[src/rtl/sd_seq_pkg.sv]
// Shared encodings for the SD command issue sequencer.
// Bit positions are fixed because software builds command words with them.
package sd_seq_pkg;
    localparam int BIT_START    = 31;
    localparam int BIT_CLKCHG   = 21;
    localparam int BIT_AUTOSTOP = 12;
    localparam int BIT_LONG     = 7;
    localparam int BIT_WANT     = 6;

    typedef enum logic [1:0] {
        SEL_ARG   = 2'd0,
        SEL_CMD   = 2'd1,
        SEL_BCNT  = 2'd2,
        SEL_DPORT = 2'd3
    } reg_sel_e;

    typedef enum logic [1:0] {
        RLEN_NONE  = 2'd0,
        RLEN_SHORT = 2'd1,
        RLEN_LONG  = 2'd2,
        RLEN_BAD   = 2'd3
    } rsp_len_e;

    typedef enum logic [1:0] {
        ST_IDLE,
        ST_SEND,
        ST_WAIT,
        ST_NOBUS
    } seq_state_e;
endpackage

[src/rtl/sd_xfer_cnt.sv]
// Transfer byte counter.
// Loaded by software and reduced by data-port and bulk moves, stopping at zero.
// Assumes a load and a move in the same cycle resolve in favour of the load.
module sd_xfer_cnt #(
    parameter int CNT_W   = 16,
    parameter int PORT_SZ = 4
) (
    input  logic             clk,
    input  logic             rst_n,
    input  logic             load,
    input  logic [CNT_W-1:0] load_val,
    input  logic             dport,
    input  logic             move_valid,
    input  logic [CNT_W-1:0] move_bytes,
    output logic [CNT_W-1:0] cnt,
    output logic             cnt_zero,
    output logic             data_done
);
    localparam int SUM_W = CNT_W + 1;

    logic [SUM_W-1:0] dec;
    logic [CNT_W-1:0] nxt;
    logic             step;

    // Sum of bytes moved this cycle and the saturated remainder.
    always_comb begin
        dec  = (dport ? SUM_W'(PORT_SZ) : '0) + (move_valid ? {1'b0, move_bytes} : '0);
        step = dport || move_valid;
        nxt  = ({1'b0, cnt} > dec) ? (cnt - dec[CNT_W-1:0]) : '0;
    end

    assign cnt_zero = (cnt == '0);

    // Counter register and the zero-reached pulse.
    always_ff @(posedge clk) begin
        if (!rst_n) begin
            cnt       <= '0;
            data_done <= 1'b0;
        end else if (load) begin
            cnt       <= load_val;
            data_done <= 1'b0;
        end else begin
            data_done <= step && (nxt == '0);
            if (step) cnt <= nxt;
        end
    end

    AST_CNT_NO_RISE: assert property (@(posedge clk) disable iff (!rst_n)
        (!load && (dport || move_valid)) |=> (cnt <= $past(cnt)));
    AST_DONE_AT_ZERO: assert property (@(posedge clk) disable iff (!rst_n)
        data_done |-> (cnt == '0));
endmodule

[src/rtl/sd_resp_place.sv]
// Response word placement.
// Short answers go big-endian into word 0. Long answers put the last four
// card bytes in word 0 and so on, which reverses the word order.
// Assumes card byte k sits at bits 127-8k down.
module sd_resp_place #(
    parameter int WORD_W = 32,
    parameter int WORDS  = 4
) (
    input  logic [WORD_W*WORDS-1:0] rsp_data,
    input  logic                    long_sel,
    output logic [WORD_W*WORDS-1:0] words
);
    localparam int TOP = WORD_W * WORDS;

    for (genvar i = 0; i < WORDS; i++) begin : g_word
        if (i == 0) begin : g_first
            // Word 0 takes the leading bytes for a short answer.
            assign words[WORD_W-1:0] = long_sel ? rsp_data[WORD_W-1:0]
                                                : rsp_data[TOP-1 -: WORD_W];
        end else begin : g_rest
            // Other words hold data only for a long answer.
            assign words[i*WORD_W +: WORD_W] = long_sel ? rsp_data[i*WORD_W +: WORD_W] : '0;
        end
    end
endmodule

[src/rtl/sd_cmd_fsm.sv]
// Command sequencing state machine.
// Sends a request, waits for the card-side answer, decides complete or
// no-response, and chains the automatic stop when the counter is empty.
// Assumes the card side answers once per accepted request.
module sd_cmd_fsm
    import sd_seq_pkg::*;
(
    input  logic       clk,
    input  logic       rst_n,
    input  logic       load_go,
    input  logic       load_clkchg,
    input  logic       cmd_touch,
    input  logic       clkchg_q,
    input  logic       autostop_q,
    input  logic       want_q,
    input  logic       long_q,
    input  logic       cnt_zero,
    input  logic       data_done,
    input  logic       req_ready,
    input  logic       rsp_valid,
    input  logic [1:0] rsp_len,
    input  logic       rsp_err,
    output logic       req_valid,
    output logic       auto_active,
    output logic       busy,
    output logic       resp_we,
    output logic       evt_cmd_done,
    output logic       evt_no_resp,
    output logic       evt_auto_done
);
    seq_state_e state;
    logic       is_auto;
    logic       pend;
    logic       pend_now;
    logic       rsp_ok;
    logic       finishing;
    logic       chain_auto;
    logic       idle_auto;

    // Answer judgement, finish detection and stop start conditions.
    always_comb begin
        rsp_ok     = !rsp_err && (!want_q ||
                     (long_q ? (rsp_len == RLEN_LONG) : (rsp_len == RLEN_SHORT)));
        pend_now   = pend || (data_done && autostop_q);
        finishing  = ((state == ST_WAIT) && rsp_valid) || (state == ST_NOBUS);
        chain_auto = finishing && !is_auto && autostop_q && cnt_zero;
        idle_auto  = (state == ST_IDLE) && !load_go && !cmd_touch && pend_now;
        resp_we    = (state == ST_WAIT) && rsp_valid && rsp_ok && want_q;
    end

    assign req_valid   = (state == ST_SEND);
    assign busy        = (state != ST_IDLE);
    assign auto_active = is_auto;

    // State, stop bookkeeping and event pulses.
    always_ff @(posedge clk) begin
        if (!rst_n) begin
            state         <= ST_IDLE;
            is_auto       <= 1'b0;
            pend          <= 1'b0;
            evt_cmd_done  <= 1'b0;
            evt_no_resp   <= 1'b0;
            evt_auto_done <= 1'b0;
        end else begin
            evt_cmd_done  <= 1'b0;
            evt_no_resp   <= 1'b0;
            evt_auto_done <= 1'b0;
            pend          <= pend_now;
            case (state)
                ST_IDLE: begin
                    if (load_go) begin
                        state   <= load_clkchg ? ST_NOBUS : ST_SEND;
                        is_auto <= 1'b0;
                    end else if (idle_auto) begin
                        state   <= clkchg_q ? ST_NOBUS : ST_SEND;
                        is_auto <= 1'b1;
                        pend    <= 1'b0;
                    end
                end
                ST_SEND: if (req_ready) state <= ST_WAIT;
                ST_WAIT: if (rsp_valid) begin
                    evt_cmd_done <= rsp_ok;
                    evt_no_resp  <= !rsp_ok;
                end
                ST_NOBUS: evt_cmd_done <= 1'b1;
                default: state <= ST_IDLE;
            endcase
            if (finishing) begin
                evt_auto_done <= is_auto;
                if (chain_auto) begin
                    state   <= clkchg_q ? ST_NOBUS : ST_SEND;
                    is_auto <= 1'b1;
                    pend    <= 1'b0;
                end else begin
                    state   <= ST_IDLE;
                    is_auto <= 1'b0;
                end
            end
        end
    end

    AST_REQ_HOLD: assert property (@(posedge clk) disable iff (!rst_n)
        (req_valid && !req_ready) |=> req_valid);
    AST_EVT_EXCL: assert property (@(posedge clk) disable iff (!rst_n)
        !(evt_cmd_done && evt_no_resp));
    AST_AUTO_PAIR: assert property (@(posedge clk) disable iff (!rst_n)
        evt_auto_done |-> (evt_cmd_done || evt_no_resp));
endmodule

[src/rtl/sd_cmd_seq.sv]
// SD command issue sequencer top.
// Holds the command, argument and response words, and wires the state
// machine, the placement logic and the transfer counter together.
// Assumes single-cycle register write strobes from the host register file.
module sd_cmd_seq
    import sd_seq_pkg::*;
#(
    parameter int CNT_W    = 16,
    parameter int WORD_W   = 32,
    parameter int RWORDS   = 4,
    parameter int IDX_W    = 6,
    parameter int STOP_IDX = 12
) (
    input  logic                     clk,
    input  logic                     rst_n,
    input  logic                     reg_wr,
    input  logic [1:0]               reg_sel,
    input  logic [WORD_W-1:0]        reg_wdata,
    input  logic                     dport_rd,
    input  logic                     move_valid,
    input  logic [CNT_W-1:0]         move_bytes,
    output logic                     req_valid,
    input  logic                     req_ready,
    output logic [IDX_W-1:0]         req_index,
    output logic [WORD_W-1:0]        req_arg,
    input  logic                     rsp_valid,
    input  logic [1:0]               rsp_len,
    input  logic                     rsp_err,
    input  logic [WORD_W*RWORDS-1:0] rsp_data,
    output logic [WORD_W-1:0]        cmd_word,
    output logic [WORD_W-1:0]        arg_word,
    output logic [WORD_W*RWORDS-1:0] resp_words,
    output logic [CNT_W-1:0]         xfer_cnt,
    output logic                     busy,
    output logic                     evt_cmd_done,
    output logic                     evt_no_resp,
    output logic                     evt_data_done,
    output logic                     evt_auto_done
);
    localparam int RESP_W = WORD_W * RWORDS;

    logic              cmd_touch;
    logic              cmd_wr;
    logic              arg_wr;
    logic              load_go;
    logic              dport;
    logic              resp_we;
    logic              auto_active;
    logic              cnt_zero;
    logic [RESP_W-1:0] placed;

    // Register access decode, gated while a command is in flight.
    always_comb begin
        cmd_touch = reg_wr && (reg_sel == SEL_CMD);
        cmd_wr    = cmd_touch && !busy;
        arg_wr    = reg_wr && (reg_sel == SEL_ARG) && !busy;
        load_go   = cmd_wr && reg_wdata[BIT_START];
        dport     = (reg_wr && (reg_sel == SEL_DPORT)) || dport_rd;
    end

    // Command and argument storage; the start flag is never kept.
    always_ff @(posedge clk) begin
        if (!rst_n) begin
            cmd_word <= '0;
            arg_word <= '0;
        end else begin
            if (cmd_wr) begin
                cmd_word            <= reg_wdata;
                cmd_word[BIT_START] <= 1'b0;
            end
            if (arg_wr) arg_word <= reg_wdata;
        end
    end

    // Response word storage, written only on an accepted answer.
    always_ff @(posedge clk) begin
        if (!rst_n)       resp_words <= '0;
        else if (resp_we) resp_words <= placed;
    end

    // Request fields: the automatic stop overrides index and argument.
    assign req_index = auto_active ? IDX_W'(STOP_IDX) : cmd_word[IDX_W-1:0];
    assign req_arg   = auto_active ? '0 : arg_word;

    sd_resp_place #(.WORD_W(WORD_W), .WORDS(RWORDS)) u_place (
        .rsp_data (rsp_data),
        .long_sel (cmd_word[BIT_LONG]),
        .words    (placed)
    );

    sd_xfer_cnt #(.CNT_W(CNT_W), .PORT_SZ(4)) u_cnt (
        .clk        (clk),
        .rst_n      (rst_n),
        .load       (reg_wr && (reg_sel == SEL_BCNT)),
        .load_val   (reg_wdata[CNT_W-1:0]),
        .dport      (dport),
        .move_valid (move_valid),
        .move_bytes (move_bytes),
        .cnt        (xfer_cnt),
        .cnt_zero   (cnt_zero),
        .data_done  (evt_data_done)
    );

    sd_cmd_fsm u_fsm (
        .clk           (clk),
        .rst_n         (rst_n),
        .load_go       (load_go),
        .load_clkchg   (reg_wdata[BIT_CLKCHG]),
        .cmd_touch     (cmd_touch),
        .clkchg_q      (cmd_word[BIT_CLKCHG]),
        .autostop_q    (cmd_word[BIT_AUTOSTOP]),
        .want_q        (cmd_word[BIT_WANT]),
        .long_q        (cmd_word[BIT_LONG]),
        .cnt_zero      (cnt_zero),
        .data_done     (evt_data_done),
        .req_ready     (req_ready),
        .rsp_valid     (rsp_valid),
        .rsp_len       (rsp_len),
        .rsp_err       (rsp_err),
        .req_valid     (req_valid),
        .auto_active   (auto_active),
        .busy          (busy),
        .resp_we       (resp_we),
        .evt_cmd_done  (evt_cmd_done),
        .evt_no_resp   (evt_no_resp),
        .evt_auto_done (evt_auto_done)
    );

    AST_CMD_FROZEN: assert property (@(posedge clk) disable iff (!rst_n)
        busy |=> ($stable(cmd_word) && $stable(arg_word)));
endmodule

[config.mk]
export PLATFORM = sky130hd
export DESIGN_NAME = sd_cmd_seq
export DESIGN_NICKNAME = d
export VERILOG_FILES = /design/src/rtl/sd_seq_pkg.sv /design/src/rtl/sd_xfer_cnt.sv /design/src/rtl/sd_resp_place.sv /design/src/rtl/sd_cmd_fsm.sv /design/src/rtl/sd_cmd_seq.sv
export SDC_FILE = /design/constraint.sdc
export NUM_CORES = 1
export LEC_CHECK = 0
export BUFFER_PORTS_ARGS = -buffer_cell sky130_fd_sc_hd__buf_2
export CORE_AREA = 2 2 169 171
export CTS_CLUSTER_SIZE = 14
export DETAILED_ROUTE_END_ITERATION = 10
export DIE_AREA = 0 0 171 173
export GPL_TIMING_DRIVEN = 0
export PLACE_DENSITY = 0.69
export SYNTH_ARGS = -nofsm -noshare
export SYNTH_HDL_FRONTEND = slang
export SYNTH_SLANG_ARGS = --single-unit
[constraint.sdc]
create_clock -name clk -period 7.9 [get_ports clk]
set_input_delay 0 -clock clk [delete_from_list [all_inputs] [get_ports clk]]
set_output_delay 0 -clock clk [all_outputs]
set_load 0.005 [all_outputs]
After elaboration in Yosys (flattened, before gate mapping)
Index checks and enable logic that the tools add are counted.
{"block": "op_classes", "add_sub_neg": 2, "order_cmp": 1, "eq_ne": 10, "mux": 32, "bitwise": 1, "n_reduce_logical": 45}
{"op": "$mux 32", "n": 5}
{"op": "$mux 16", "n": 4}
{"op": "$logic_not 16->1", "n": 2}
{"op": "$logic_and 1x1->1", "n": 19}
{"op": "$add 17x17->17", "n": 1}
{"op": "$gt 16x17->1", "n": 1}
{"op": "$sub 16x16->16", "n": 1}
{"op": "$mux 2", "n": 7}
{"op": "$mux 1", "n": 12}
{"op": "$eq 2x2->1 const B", "n": 5}
{"op": "$logic_not 1->1", "n": 7}
{"op": "$eq 2x1->1 const B", "n": 3}
{"op": "$mux 6", "n": 1}
{"op": "$reduce_and 3->1", "n": 2}
{"op": "$reduce_bool 2->1", "n": 3}
{"op": "$reduce_bool 3->1", "n": 2}
{"op": "$logic_or 1x1->1", "n": 5}
{"op": "$logic_not 2->1", "n": 2}
{"op": "$ne 4x1->1 const B", "n": 1}
{"op": "$pmux 2 s2", "n": 1}
{"op": "$reduce_and 2->1", "n": 2}
{"op": "$mux 3", "n": 1}
{"op": "$ne 3x1->1 const B", "n": 1}
{"op": "$pmux 1 s2", "n": 1}
{"op": "2 further kinds", "n": 2}
{"block": "word_totals", "reg_bits": 215, "inputBits": 188, "output_inout_bits": 252, "word_cells": 102}

Depth between registers and ports, before layout
{"block": "depth", "word_depth": 13, "depth_mapped": 18, "depth_no_buf": 15}

Modules after synthesis
From an unflattened synthesis, not the netlist that was laid out.
{"block": "unflattened", "cells_unflattened": 1145, "hier_area_um2": 11033.1}
{"module": "sd_cmd_seq", "n_inst": 1, "cells_each": 702, "area_each_um2": 7479.7, "seq_area_each_um2": 3823.7}
{"module": "sd_xfer_cnt", "n_inst": 1, "cells_each": 255, "area_each_um2": 1999.4, "seq_area_each_um2": 340.3}
{"module": "sd_resp_place", "n_inst": 1, "cells_each": 142, "area_each_um2": 1148.6, "seq_area_each_um2": 0.0}
{"module": "sd_cmd_fsm", "n_inst": 1, "cells_each": 46, "area_each_um2": 405.4, "seq_area_each_um2": 140.1}

Least setup slack after synthesis
No wires, ideal clock.
{"block": "synth_path", "path_kind": "input to register", "from": "input port move_valid", "to": "register u_cnt.cnt[10]", "setup_ns": 0.125, "arrival_ns": 3.215, "required_time_ns": 7.775, "setup_slack_ns": 4.559, "stages": 18, "n_path_buf": 3, "cell_sequence": "clkbuf_1 -> and2_1 -> ha_1 -> nand4_1 -> or3_1 -> nor2_1 -> xor2_1 -> nand2_1 -> ha_1 -> clkbuf_1 -> and4_1 -> nand2_1 -> o31a_1 -> o21ai_1 -> a2111oi_4 -> buf_6 -> a222oi_1 -> nor2b_1"}
{"block": "synth_between", "elab_chain_len": 6, "word_cells_on_any_way": 9, "classes_between": "2 x add/sub; 1 x order compare; 4 x mux; 2 x reduce/logical"}
{"item": "from (decl)", "line": "sd_cmd_seq.sv:20", "rtl": "input logic move_valid,"}
{"item": "$mux 16", "line": "sd_xfer_cnt.sv:27", "rtl": "dec = (dport ? SUM_W'(PORT_SZ) : '0) + (move_valid ? {1'b0, move_bytes} : '0);"}
{"item": "$add 17x17->17", "line": "sd_xfer_cnt.sv:27"}
{"item": "$sub 16x16->16 or $gt 16x17->1 (tied branches)", "line": "sd_xfer_cnt.sv:29", "rtl": "nxt = ({1'b0, cnt} > dec) ? (cnt - dec[CNT_W-1:0]) : '0;"}
{"item": "$mux 16", "line": "sd_xfer_cnt.sv:29"}
{"item": "$mux 16", "line": "sd_xfer_cnt.sv:44", "rtl": "if (step) cnt <= nxt;"}
{"item": "$mux 16", "line": "sd_xfer_cnt.sv:39", "rtl": "end else if (load) begin"}
{"item": "to (signal assigned)", "line": "sd_xfer_cnt.sv:40", "rtl": "cnt <= load_val;"}
{"item": "to (signal assigned)", "line": "sd_xfer_cnt.sv:44"}
{"item": "to (decl)", "line": "sd_xfer_cnt.sv:15", "rtl": "output logic [CNT_W-1:0] cnt,"}
Parallel ways exist; a longest one is shown, timed or not. The select of a mux whose other input is x is not followed.
A chain may end at the register's enable or synchronous reset.

Worst setup path in the final report
{"block": "layout_path", "from": "input port reg_sel[0]", "to": "register u_cnt.cnt[10]"}
{"block": "layout_between", "elab_chain_len": 9, "word_cells_on_any_way": 14, "classes_between": "2 x add/sub; 1 x order compare; 2 x eq/ne; 4 x mux; 5 x reduce/logical"}
{"item": "from (decl)", "line": "sd_cmd_seq.sv:17", "rtl": "input logic [1:0] reg_sel,"}
{"item": "$eq 2x2->1", "line": "sd_cmd_seq.sv:58", "rtl": "dport = (reg_wr && (reg_sel == SEL_DPORT)) || dport_rd;"}
{"item": "$logic_and 1x1->1", "line": "sd_cmd_seq.sv:58"}
{"item": "$logic_or 1x1->1", "line": "sd_cmd_seq.sv:58"}
{"item": "$mux 3", "line": "sd_xfer_cnt.sv:27"}
{"item": "$add 17x17->17", "line": "sd_xfer_cnt.sv:27"}
{"item": "$sub 16x16->16 or $gt 16x17->1 (tied branches)", "line": "sd_xfer_cnt.sv:29"}
{"item": "$mux 16", "line": "sd_xfer_cnt.sv:29"}
{"item": "$mux 16", "line": "sd_xfer_cnt.sv:44"}
{"item": "$mux 16", "line": "sd_xfer_cnt.sv:39"}
Parallel ways exist; a longest one is shown, timed or not. The select of a mux whose other input is x is not followed.

==> impl_metrics.py <==
metrics = {
    "status": {
        "status": "finished, final reports clean",
    },
    "sta": {
        "setup_viol": 0,
        "rsz0062_at_grt": "no",
        "worstMarginPinSlew_ns": 0.9255,
        "final_max_slew_viol_count": 0,
        "fin_skew_ns": 0.02497,
        "finalSetupTns_ns": 0,
        "min_period_ns": 3.845,
        "period_share_pct": 48.67,
        "slew-limit-headroom_pct": 37.73,
        "max_freq_mhz": 260.1,
        "finalHoldViolations": 0,
    },
    "floorplanning": {
        "die_w_um": 171,
        "start_util_pct": 37.08,
        "ios": 440,
        "core_um2": 27630,
        "rows": 61,
        "die-height_um": 173,
        "die_area_um2": 29580,
    },
    "setup_path": {
        "cpPeakStageDelay_ns": 0.62,
        "cp_cell_sequence": "dlygate4sd3_1 > buf_2 > a31o_2 > ha_1 > nand4_1 > or3_1 > nor2_1 > xor2_1 > nand2_1 > ha_1 > o21ai_0 > a21oi_1 > nand3_2 > a2111oi_4 > buf_6 > a222oi_1 > nor2b_1",
        "path_depth": 17,
        "required_ns": 8.36,
        "start_kind": "primary input",
        "rr_worst_depth": 11,
        "cp_common_cell": "ha_1",
        "critPathSlowestCell": "a2111oi_4",
        "worstPathArrival_ns": 4.31,
        "worstSetupEndpointType": "register",
        "cp_top_family": "compound AO/OA/AOI/OAI gates",
        "worstPathMaxFanout": 10,
        "critPathBufInv": 3,
        "path_class": "primary input to register",
    },
    "layout": {
        "drive_gt1_share_pct": 27.94,
        "syn_to_final_growth_pct": 51.49,
        "nFillCells": 2461,
        "final_area_um2": 15520,
        "final_util_pct": 56.17,
        "finalNonFillerCells": 2245,
        "layout.nets": 2050,
    },
    "global_route": {
        "grt_pass1_wl_um": 65010,
        "antenna_found_initial": 5,
        "grt_pass1_vias": 11749,
        "gr-total-overflow": 0,
        "track_usage_pct": 27.83,
        "grt_max_degree": 14,
    },
    "pwr": {
        "sw_frac_of_total_pct": 26.18,
        "ir_drop_uv": 159.6,
        "p_leak_nw": 7.213,
        "pwr-share-seq_pct": 38.5,
        "pwr-share-clk_pct": 44.6,
        "comb_power_share_pct": 16.9,
        "p_switching_mw": 0.7676,
        "finalPower_mw": 2.932,
        "p_per_area_nw_per_um2": 188.9,
        "internal_power_mw": 2.164,
    },
    "min_path": {
        "hold_class": "primary input to register",
        "min_path_cells": 4,
    },
    "logic_synthesis": {
        "syn-cell-area_um2": 10240,
        "synth-async-reset-ratio_pct": 0,
        "yosysMostFrequentCell": "nand2_1",
        "netlist_top_cells_count": "nand2_1, dfxtp_1, a21boi_0",
        "syn_area_per_cell_um2": 8.460,
        "synth_top_area_share_pct": 42.01,
        "ys_seq_area_share_pct": 42.01,
        "synth_nets": 1418,
        "synth_top_area_cell": "dfxtp_1",
        "synth-edff-count": 0,
        "synth.distinct_cells": 75,
        "yosysWarnings": 0,
        "ys.flop_type": "dfxtp_1",
        "ys_ff_latch": 215,
        "synthTopCellsByArea": "dfxtp_1, nand2_1, a21boi_0, nand3_1, mux2i_1",
        "netlist_instances": 1211,
    },
    "flow_run": {
        "maxCapViolations": 0,
    },
    "clock_network": {
        "clk_latency_ns": 0.55,
        "cts_resized": 0,
        "cts.sinks": 215,
        "postCtsSetupBuffers": 0,
        "cts_root_buf": "clkbuf_16",
        "clk_pin_slew_ns": 0.06,
        "numCtsBuffers": 25,
        "holdBufCountCts": 167,
        "cts.path.max_buffers": 3,
        "h-tree-depth": 1,
        "cts_tree": "built",
    },
    "drt": {
        "drt_iter0_drc": 817,
        "drc": 0,
        "num_vias": 11732,
        "avgRoutedWirePerCell_um": 19.18,
        "dr.pass1.iters": 7,
        "viasPerCell": 5.226,
        "postRouteAntennaNets": 0,
        "drt_wl_total_um": 43050,
    },
    "placed_design": {
        "dp_cells": 2027,
        "io_buffers": 438,
        "hpwl_um": 31040,
        "placed_area_um2": 12910,
        "routabilityCongestion": 0.9198,
    },
}
-- power groups by stage --
stage	combinational [mW]	clock [mW]	sequential, mW
after floorplan	0.254	0	1.15
after global placement	0.415	0	1.15
after detailed placement	0.418	0	1.15
after CTS	0.487	1.32	1.13
after global routing	0.539	1.37	1.13
final	0.496	1.31	1.13
-- routing by layer --
metal / part of all wire (%) / wire length, um / global-route usage, % / vias up
met5: 0 / 0 / 0 / -
met4: 5.4 / 2334 / 14.23 / 0
met3: 7.6 / 3255 / 6.477 / 152
met2: 48 / 20570 / 47.51 / 570
met1: 39 / 16890 / 32.28 / 5538
li1: - / - / - / 5472
-- metrics by stage --
step | setup slack [ns] | hold slack (ns)
detailed placement | 3.878 | 0.2562
global placement | 3.929 | 0.2519
floorplan | 4.559 | 0.1348
finish | 4.055 | 0.06060
global route | 3.803 | 0.1170
CTS | 4.138 | 0.04500
-- area by class of cell --
class | instances | area (um2) | area share, %
clock inverters | 11 | 224.0 | 1.443
repair buffers | 605 | 3864 | 24.90
flip-flops and latches | 215 | 4304 | 27.73
multi-input cells | 884 | 5465 | 35.21
clock buffers | 34 | 699.4 | 4.507
plain buffers | 100 | 430.4 | 2.773
well taps | 378 | 473.0 | 3.047
diodes | 6 | 15.01 | 0.09674
inverters | 12 | 45.04 | 0.2902
-- cells by family after synthesis --
family / after synthesis / synth area share, %
buffers and inverters: 112 / 4.641
other: 1 / 0.03660
muxes: 34 / 3.322
adders and majority gates: 19 / 2.394
xor gates and xnor gates: 19 / 1.624
and+or+nand+nor: 525 / 23.84
DFF: 215 / 42.01
AOI/OAI and AO/OA: 286 / 22.13
-- layout by cell type (no fill, tap or decap), types with 14 or more instances in the layout --
cell type,n
a21boi_0,129
a21boi_1,32
a21oi_1,14
buf_2,449
clkbuf_1,85
clkbuf_16,25
dfxtp_1,215
dlygate4sd3_1,167
ha_1,18
mux2i_1,34
nand2_1,287
nand3_1,102
nor2_1,20
nor2b_1,54
o211a_1,33
-- worst min-delay path, cell delays in order --
cell     delay, ns
buf_2         0.09
a21oi_1       0.06
a21oi_1       0.33
nor3b_1       0.09
-- path summary, 6_finish.rpt --
path                   startpoint                end  slack, ns
setup / recovery       reg_sel[0]      u_cnt.cnt[10]       4.05
hold / removal         rsp_len[0]  u_fsm.evt_no_resp       0.06
setup reg to reg     u_cnt.cnt[0]    u_cnt.data_done       4.95
hold reg to reg   resp_words[121]    resp_words[121]       0.45
-- flip-flops by register name, indices dropped and copies added, names as in the netlist --
signal and cells:
arg_word 32, cmd_word 31, resp_words 128, u_cnt.cnt 16, u_cnt.data_done 1, u_fsm.auto_active 1, u_fsm.evt_auto_done 1, u_fsm.evt_cmd_done 1
u_fsm.evt_no_resp 1, u_fsm.pend 1, u_fsm.state 2
Note: power is estimated with default switching activity, not from simulation.
